File: src/rtl/spim_pkg.sv
package spim_pkg;

   typedef enum logic [2:0] {
      ST_IDLE,
      ST_LEAD,
      ST_XFER,
      ST_LAG,
      ST_GAP
   } spim_state_e;

   // word length in bits for a 2-bit size code: 8, 16, 24, 32
   function automatic logic [6:0] word_bits(input logic [1:0] size);
      return (7'(size) + 7'd1) << 3;
   endfunction

endpackage

File: src/rtl/spim_divider.sv
module spim_divider #(
   parameter int DIV_W = 4
) (
   input  logic             clk,
   input  logic             rst_n,
   input  logic             run,
   input  logic [DIV_W-1:0] div,
   output logic             tick
);

   logic [DIV_W-1:0] cnt;

   assign tick = run && (cnt == div);

   always_ff @(posedge clk or negedge rst_n) begin
      if (!rst_n)
         cnt <= '0;
      else if (!run || tick)
         cnt <= '0;
      else
         cnt <= cnt + 1'b1;
   end

endmodule

File: src/rtl/spim_ctrl.sv
module spim_ctrl
   import spim_pkg::*;
#(
   parameter int GAP_W = 6,
   parameter int HC_W  = 7
) (
   input  logic             clk,
   input  logic             rst_n,
   input  logic             enable,
   input  logic             tx_valid,
   input  logic             lead,
   input  logic             lag,
   input  logic             quad,
   input  logic [1:0]       size,
   input  logic [GAP_W-1:0] gap,
   input  logic             tick,
   output spim_state_e      state,
   output logic [HC_W-1:0]  hcnt,
   output logic             load,
   output logic             shift,
   output logic             sample,
   output logic             done,
   output logic             tx_ready
);

   logic [6:0]      nbits;
   logic [6:0]      slots;
   logic [HC_W-1:0] last;
   logic            end_half;
   logic            in_xfer;
   spim_state_e     after_xfer;
   spim_state_e     after_lag;

   always_comb begin
      nbits = word_bits(size);
      slots = quad ? (nbits >> 2) : nbits;
      unique case (state)
         ST_LEAD, ST_LAG: last = HC_W'(1);
         ST_XFER:         last = HC_W'({slots, 1'b0} - 8'd1);
         ST_GAP:          last = HC_W'({1'b0, gap, 1'b0} - (GAP_W + 2)'(1));
         default:         last = '0;
      endcase
      after_lag  = (gap != '0) ? ST_GAP : ST_IDLE;
      after_xfer = lag ? ST_LAG : after_lag;
   end

   assign end_half = tick && (hcnt == last);
   assign in_xfer  = (state == ST_XFER);
   assign tx_ready = (state == ST_IDLE) && enable;
   assign load     = tx_ready && tx_valid;
   assign shift    = in_xfer && tick && hcnt[0] && (hcnt != last);
   assign sample   = in_xfer && tick && !hcnt[0];
   assign done     = in_xfer && end_half && enable;

   always_ff @(posedge clk or negedge rst_n) begin
      if (!rst_n) begin
         state <= ST_IDLE;
         hcnt  <= '0;
      end else if (!enable) begin
         state <= ST_IDLE;
         hcnt  <= '0;
      end else begin
         unique case (state)
            ST_IDLE: begin
               hcnt <= '0;
               if (tx_valid)
                  state <= lead ? ST_LEAD : ST_XFER;
            end
            default: begin
               if (end_half) begin
                  hcnt <= '0;
                  unique case (state)
                     ST_LEAD: state <= ST_XFER;
                     ST_XFER: state <= after_xfer;
                     ST_LAG:  state <= after_lag;
                     default: state <= ST_IDLE;
                  endcase
               end else if (tick) begin
                  hcnt <= hcnt + 1'b1;
               end
            end
         endcase
      end
   end

endmodule

File: src/rtl/spim_shifter.sv
module spim_shifter
   import spim_pkg::*;
#(
   parameter int DATA_W  = 32,
   parameter bit QUAD_EN = 1'b1
) (
   input  logic              clk,
   input  logic              rst_n,
   input  logic              load,
   input  logic [DATA_W-1:0] load_word,
   input  logic [1:0]        size,
   input  logic              lsb_first,
   input  logic              quad,
   input  logic              shift,
   input  logic              sample,
   input  logic              miso,
   output logic [3:0]        mosi_head,
   output logic [DATA_W-1:0] rx_word
);

   localparam int CW = $clog2(DATA_W + 1);

   logic [CW-1:0]     nbits;
   logic [CW-1:0]     pad;
   logic [DATA_W-1:0] mask;
   logic [DATA_W-1:0] masked;
   logic [DATA_W-1:0] tx_sh;
   logic [DATA_W-1:0] rx_sh;
   logic              quad_on;
   logic              bit1;

   assign nbits  = CW'(word_bits(size));
   assign pad    = CW'(DATA_W) - nbits;
   assign mask   = {DATA_W{1'b1}} >> pad;
   assign masked = load_word & mask;
   assign bit1   = lsb_first ? tx_sh[0] : tx_sh[DATA_W-1];

   generate
      if (QUAD_EN) begin : g_quad
         logic [3:0] head4;
         assign quad_on   = quad;
         assign head4     = lsb_first ? tx_sh[3:0] : tx_sh[DATA_W-1 -: 4];
         assign mosi_head = quad_on ? head4 : {3'b000, bit1};
      end else begin : g_single
         assign quad_on   = 1'b0;
         assign mosi_head = {3'b000, bit1};
      end
   endgenerate

   always_ff @(posedge clk or negedge rst_n) begin
      if (!rst_n) begin
         tx_sh <= '0;
         rx_sh <= '0;
      end else if (load) begin
         tx_sh <= lsb_first ? masked : (masked << pad);
         rx_sh <= '0;
      end else begin
         if (shift) begin
            if (lsb_first)
               tx_sh <= quad_on ? (tx_sh >> 4) : (tx_sh >> 1);
            else
               tx_sh <= quad_on ? (tx_sh << 4) : (tx_sh << 1);
         end
         if (sample && !quad_on) begin
            if (lsb_first)
               rx_sh <= {miso, rx_sh[DATA_W-1:1]};
            else
               rx_sh <= {rx_sh[DATA_W-2:0], miso};
         end
      end
   end

   assign rx_word = quad_on ? '0 : (lsb_first ? (rx_sh >> pad) : rx_sh);

endmodule

File: src/rtl/spi_master_engine.sv
module spi_master_engine
   import spim_pkg::*;
#(
   parameter int DATA_W  = 32,
   parameter int DIV_W   = 4,
   parameter int GAP_W   = 6,
   parameter bit QUAD_EN = 1'b1
) (
   input  logic              clk,
   input  logic              rst_n,
   input  logic              cfg_enable,
   input  logic              cfg_cpol,
   input  logic              cfg_cpha,
   input  logic [1:0]        cfg_size,
   input  logic              cfg_quad,
   input  logic              cfg_lsb_first,
   input  logic              cfg_hw_sel,
   input  logic              cfg_sel_level,
   input  logic [DIV_W-1:0]  cfg_div,
   input  logic              cfg_lead,
   input  logic              cfg_lag,
   input  logic [GAP_W-1:0]  cfg_gap,
   input  logic              tx_valid,
   input  logic [DATA_W-1:0] tx_data,
   output logic              tx_ready,
   output logic              rx_valid,
   output logic [DATA_W-1:0] rx_data,
   output logic              sclk,
   output logic              cs_n,
   output logic [3:0]        mosi,
   input  logic              miso,
   output logic              busy
);

   localparam int HC_W = (GAP_W + 1 > 7) ? GAP_W + 1 : 7;

   generate
      if (DATA_W < 32 || (DATA_W % 8) != 0) begin : g_bad_data_w
         $error("spi_master_engine: DATA_W must be a multiple of 8 and at least 32");
      end
      if (DIV_W < 1 || GAP_W < 1) begin : g_bad_timer_w
         $error("spi_master_engine: DIV_W and GAP_W must be at least 1");
      end
   endgenerate

   spim_state_e       state;
   logic [HC_W-1:0]   hcnt;
   logic              tick;
   logic              load;
   logic              shift;
   logic              sample;
   logic              done;
   logic              in_frame;
   logic              quad_sel;
   logic [3:0]        head;
   logic [DATA_W-1:0] rx_word;

   assign quad_sel = QUAD_EN ? cfg_quad : 1'b0;

   spim_divider #(.DIV_W(DIV_W)) u_div (
      .clk   (clk),
      .rst_n (rst_n),
      .run   (state != ST_IDLE),
      .div   (cfg_div),
      .tick  (tick)
   );

   spim_ctrl #(.GAP_W(GAP_W), .HC_W(HC_W)) u_ctrl (
      .clk      (clk),
      .rst_n    (rst_n),
      .enable   (cfg_enable),
      .tx_valid (tx_valid),
      .lead     (cfg_lead),
      .lag      (cfg_lag),
      .quad     (quad_sel),
      .size     (cfg_size),
      .gap      (cfg_gap),
      .tick     (tick),
      .state    (state),
      .hcnt     (hcnt),
      .load     (load),
      .shift    (shift),
      .sample   (sample),
      .done     (done),
      .tx_ready (tx_ready)
   );

   spim_shifter #(.DATA_W(DATA_W), .QUAD_EN(QUAD_EN)) u_shift (
      .clk       (clk),
      .rst_n     (rst_n),
      .load      (load),
      .load_word (tx_data),
      .size      (cfg_size),
      .lsb_first (cfg_lsb_first),
      .quad      (cfg_quad),
      .shift     (shift),
      .sample    (sample),
      .miso      (miso),
      .mosi_head (head),
      .rx_word   (rx_word)
   );

   assign in_frame = (state == ST_LEAD) || (state == ST_XFER) || (state == ST_LAG);
   assign busy     = (state != ST_IDLE);
   assign sclk     = (state == ST_XFER) ? (cfg_cpol ^ cfg_cpha ^ hcnt[0]) : cfg_cpol;
   assign cs_n     = cfg_hw_sel ? !(in_frame && cfg_enable) : !(cfg_sel_level && cfg_enable);
   assign mosi     = in_frame ? head : 4'b0000;

   always_ff @(posedge clk or negedge rst_n) begin
      if (!rst_n) begin
         rx_valid <= 1'b0;
         rx_data  <= '0;
      end else begin
         rx_valid <= done;
         if (done)
            rx_data <= rx_word;
      end
   end

endmodule

File: config.mk
export PLATFORM = sky130hd
export DESIGN_NAME = spi_master_engine
export DESIGN_NICKNAME = d
export VERILOG_FILES = /design/src/rtl/spim_pkg.sv /design/src/rtl/spim_divider.sv /design/src/rtl/spim_ctrl.sv /design/src/rtl/spim_shifter.sv /design/src/rtl/spi_master_engine.sv
export SDC_FILE = /design/constraint.sdc
export NUM_CORES = 1
export LEC_CHECK = 0
export ABC_CLOCK_PERIOD_IN_PS = 6100
export BUFFER_PORTS_ARGS = -buffer_cell sky130_fd_sc_hd__buf_2
export CAP_MARGIN = 5
export CORE_ASPECT_RATIO = 1.4
export CORE_MARGIN = 4
export CORE_UTILIZATION = 60
export DETAILED_ROUTE_END_ITERATION = 16
export GPL_TIMING_DRIVEN = 0
export PLACE_DENSITY = 0.84
export SYNTH_ARGS = -nofsm -noshare
export SYNTH_HDL_FRONTEND = slang
export SYNTH_HIERARCHICAL = 1
export SYNTH_SLANG_ARGS = --single-unit
File: constraint.sdc
create_clock -name clk -period 6.1 [get_ports clk]
set_input_delay 1.22 -clock clk [delete_from_list [all_inputs] [get_ports clk]]
set_output_delay 1.22 -clock clk [all_outputs]
set_load 0.03 [all_outputs]
# Word level (Yosys, flattened, before mapping)
# Cells that the tools add are included.
# totals
regBits	111
inputBits	57
output_inout_bits	41
word_cells	89
# op_classes
n_addsub	6
n_eq_ne	10
n_shift	3
mux	32
bitwise_logic	3
n_reduce_logical	28
# ops
cell	n
$mux 32	10
$and 32x32->32	1
$shl 32x6->32	1
$shr 32x6->32	1
$shr 32x6->32 const A	1
$mux 31	1
$mux 7	4
$pmux 7 s3	1
$mux 3	6
$mux 4	4
$sub 7x1->7 const B	2
$logic_and 1x1->1	13
$pmux 3 s3	1
$add 7x1->7 const B	1
$eq 7x7->1	1
$ne 7x7->1	1
$eq 3x2->1 const B	2
$mux 6	1
$reduce_bool 6->1	1
$sub 6x6->6 const A	1
$logic_not 1->1	5
$add 4x1->4 const B	1
$eq 4x4->1	1
$ne 4x1->1 const B	1
other kinds (14)	20

# Depth between registers and ports, before layout
# logic_depth
word_depth	9
mapped_depth	15
ltp_nobuf	13

# Modules after synthesis
# Netlist, hierarchy kept.
# by_module_without_submodules
module	instances	cells_per_inst	area_per_inst_um2	seq_area_each_um2
spim_shifter	1	579	5132.4	1601.5
spi_master_engine	1	81	1452.6	825.8
spim_ctrl	1	141	1118.6	250.2
spim_divider	1	19	221.5	100.1

# Worst setup path after synthesis
# Ideal clock, no wire load.
# synth_path
kind	input port to flip-flop
from	input port cfg_size[0]
to	register u_shift.tx_sh[11]
setup_ns	0.067
arrival_ns	4.304
t_required_ns	6.033
slack_ns	1.730
stages	15
n_path_buf	2
path_cell_list	ha_1 -> nand2_1 -> ha_1 -> nor3_1 -> mux2i_1 -> a21oi_1 -> a2111oi_4 -> o2111ai_2 -> and4_1 -> buf_2 -> and2_1 -> clkbuf_1 -> and3b_1 -> a2111oi_0 -> a221o_1
# synth_between
elab_chain_len	7
word_cells_on_any_way	13
cone_classes	add/sub (3); eq/ne (1); shift (2); mux (4); bitwise (1); reduce/logical (2)
# synth_rtl
item	line_no	source
from (decl)	spi_master_engine.sv:14	input logic [1:0] cfg_size,
$add 2x1->3	spim_pkg.sv:13	return (7'(size) + 7'd1) << 3;
$mux 6	spim_ctrl.sv:36	slots = quad ? (nbits >> 2) : nbits;
$sub 7x1->7	spim_ctrl.sv:39	ST_XFER: last = HC_W'({slots, 1'b0} - 8'd1);
$pmux 7 s3	spim_ctrl.sv:37	unique case (state)
$ne 7x7->1	spim_ctrl.sv:51	assign shift = in_xfer && tick && hcnt[0] && (hcnt != last);
$logic_and 1x1->1	spim_ctrl.sv:51	
via shift	spi_master_engine.sv:50	logic shift;
$reduce_bool 2->1 (no line)	-	
to (signal assigned)	spim_shifter.sv:55	tx_sh <= lsb_first ? masked : (masked << pad);
to (signal assigned)	spim_shifter.sv:60	tx_sh <= quad_on ? (tx_sh >> 4) : (tx_sh >> 1);
to (signal assigned)	spim_shifter.sv:62	tx_sh <= quad_on ? (tx_sh << 4) : (tx_sh << 1);
to (decl)	spim_shifter.sv:27	logic [DATA_W-1:0] tx_sh;
# The timed path passes the listed nets, and every way through them passes these cells.
# A chain may end at the register's enable or synchronous reset.

# Final worst setup path
# Same ends and word-level chain as after synthesis.

==> metrics <==
status=complete, no violations; GP Congestion=1.08; Die H=144 µm; PD cells=289 nW/µm²; final setup skew=0.00971 ns; HPWL after DPL=18,300 µm; Rows=49; vias in the first global route=7,092; Mean Syn Cell Area=9.66 µm²; antenna violations before repair=0; Worst-Skew Late Latency=0.36 ns; nets=996; syn_nets=887; unrepaired setup endpoints after global routing=no; Sequential Area=2780 µm²; grt ovf=0; Netlist cell types=72; layout cells sized above 1=24.1%; Antenna Nets Post-Route=0; leakage=4.00 nW; Post-Place Cells=1,071; hold_ws=0.507 ns; Synth Register Bits=111; first-pass iteration count of the detailed router=7; worst endpoint required time=6.40 ns; Longest Clk Path Bufs=2; final setup violation count=0; fin crit period=5.09 ns; H-tree depth=3; worst reg-to-reg path cell count=12; CTS tree=done; crit path to=u_shift/tx_sh[11]$_DFFE_PN0P_; Post-synth EDFFs=0; Slew HR=39.4%; post-CTS setup buffer count=0; 1st-iter DRT viols=736; # Max-Cap Violations=0; sequential-to-total area share from yosys stat=35.0%; Initial Util=61.6%; terminus of the critical flop-to-flop path=u_shift/tx_sh[11]$_DFFE_PN0P_; total core area=12,900 µm²; Startpoint Class=primary input; commonest non-fill, non-tap cells in the layout=buf_2 (118), dfrtp_1 (111), nand2_1 (92); Worst Setup SP=cfg_size[0]; Reg clk slew, reported paths=0.08 ns; Final Cycle Share=83.4%; asr flop ratio synth=100%; Root Buffer=clkbuf_16; worst r2r src=u_ctrl/state[0]$_DFFE_PN0P_; Avg Vias per Cell=6.76; die width=105 µm; first-pass GRT wire length=38,700 µm; WP data arrival=5.39 ns; Yosys warnings=6; Top Ports=98; most common cell after layout, fill and taps aside=buf_2; critical path capture point type=flop; Inserted Diodes=0; Port Buffers=97; worst slew pin tran=0.909 ns; PostCTS Resize Cnt=0; Hold Vio Cnt, Final=0; DR DRC count=0; ys flop type=dfrtp_1; Max Slew Vio Count=0; pin count of the biggest net entering global routing=71; clock buffer count from CTS=9; GRT Util Overall=32.8%; setup TNS=0 ns; Syn Std Cell Area=7930 µm²; Die Footprint=15,100 µm²; Vias=7,342; DR WL/cell=22.7 µm; hold buffers post-CTS=0; flop2flop setup slack=1.91 ns; peak supply drop=152 µV; crit path kind=primary input to flop; layout filler cell count=1,024; multi-input logic area=4730 µm²; clock sinks=111; area grow syn2layout=12.8%; Syn Inst Count=820; final non-filler cell total=1,086; Total Wirelength=24,700 µm; worst-path fanout max=14; Hold Crit Class=flop to flop; fmax=196 MHz
power by group:
| part | leakage (nW) | switching, W | internal (W) |
|---|---|---|---|
| registers | 1.50 | 0.000186 | 0.000855 |
| logic | 2.35 | 0.000502 | 0.000389 |
| clock network | 0.154 | 0.000286 | 0.000362 |
| total | 4.00 | 0.000974 | 0.00161 |
metrics by stage:
| stage | setup WS [ns] | utilization [%] | instance area [µm²] | total power [W] |
|---|---|---|---|---|
| finish | 1.01 | 69.5 | 8940 | 0.00258 |
| floorplan | 1.73 | - | 7930 | 0.00162 |
| global placement | 0.868 | 66.8 | 8600 | 0.00189 |
| global route | 0.792 | 69.5 | 8940 | 0.00270 |
| detailed placement | 0.694 | 67.0 | 8620 | 0.00191 |
| CTS | 1.04 | 69.5 | 8940 | 0.00255 |
per-layer routing:
metal,track usage (%),vias to the layer above,wire (µm)
met5,0,-,0
met4,18.7,0,1610
met3,5.40,142,2150
met2,57.0,472,12200
met1,38.6,3509,8740
li1,-,3219,-
final cells by class:
class,count,share of cell area [%]
flip-flops and latches,111,31.1
clock buffers,9,2.52
repair buffers,98,5.68
clock inverters,6,1.04
well taps,153,2.14
plain buffers,64,3.83
multi-input cells,624,52.8
inverters,21,0.881
Yosys cell counts, types with 3 or more instances:
master	n	share of area [%]
nor2_1	62	2.9
a22oi_1	15	1.4
ha_1	10	1.6
a31oi_1	5	0.39
nor2b_1	16	1.3
clkbuf_1	31	1.5
nand3_1	20	1.3
nand3b_1	7	0.66
and2_1	14	1.1
nand2_1	92	4.4
a21o_1	5	0.47
o311ai_0	3	0.33
xor2_1	11	1.2
dfrtp_1	111	35
o211ai_1	5	0.47
mux2_2	7	0.99
o31ai_1	5	0.47
a221o_1	10	1.3
mux2_4	31	5.9
nand2b_1	13	1.0
and3_1	20	1.6
and4_1	4	0.44
buf_4	5	0.47
o2111ai_1	4	0.44
o21ai_0	56	3.5
buf_2	22	1.4
xnor2_1	11	1.2
a21oi_1	49	3.1
nor3_1	11	0.69
mux2i_1	47	5.9
nand4_1	5	0.39
mux4_2	29	8.2
buf_12	3	0.76
a221oi_1	7	0.77
a32oi_1	9	0.99
or3_1	3	0.24
inv_1	21	0.99
registers in the layout, indices dropped and copies added, names as in the netlist:
signal	flops
u_ctrl/hcnt	7
rx_data	32
u_shift/tx_sh	32
rx_valid	1
u_shift/rx_sh	32
u_ctrl/state	3
u_div/cnt	4
logic make-up after synthesis:
kind of cell	after synthesis	share of synthesized area [%]
muxes	114	21.0
AOI/OAI and AO/OA	195	16.8
DFF	111	35.0
adders and majority gates	10	1.58
xor gates and xnor gates	23	2.64
and+or+nand+nor	282	17.6
buffers and inverters	85	5.32
worst max-delay path, stage by stage:
cell       delay [ns]
buf_2            0.18
ha_1             0.37
nand2_1          0.08
ha_1             0.28
nor3_1           0.25
mux2i_1          0.26
a21oi_1          0.10
a2111oi_4        0.38
o2111ai_2        0.29
and4_1           0.29
buf_2            0.19
and2_1           0.18
clkbuf_1         0.24
and3b_1          0.24
a2111oi_0        0.62
a221o_1          0.20
worst min path at each step:
stage                                       from                      endpoint  slack (ns)  depth (start not counted)
finish                    rx_data[2]$_DFFE_PN0P_        rx_data[2]$_DFFE_PN0P_        0.51                          1
global route              rx_data[2]$_DFFE_PN0P_        rx_data[2]$_DFFE_PN0P_        0.52                          1
CTS                       rx_data[2]$_DFFE_PN0P_        rx_data[2]$_DFFE_PN0P_        0.51                          1
detailed placement        rx_data[2]$_DFFE_PN0P_        rx_data[2]$_DFFE_PN0P_        0.49                          1
global placement         rx_data[16]$_DFFE_PN0P_       rx_data[16]$_DFFE_PN0P_        0.49                          1
floorplan           u_shift/rx_sh[0]$_DFFE_PN0P_  u_shift/rx_sh[0]$_DFFE_PN0P_        0.46                          2
(Power assumes the default switching activity.)
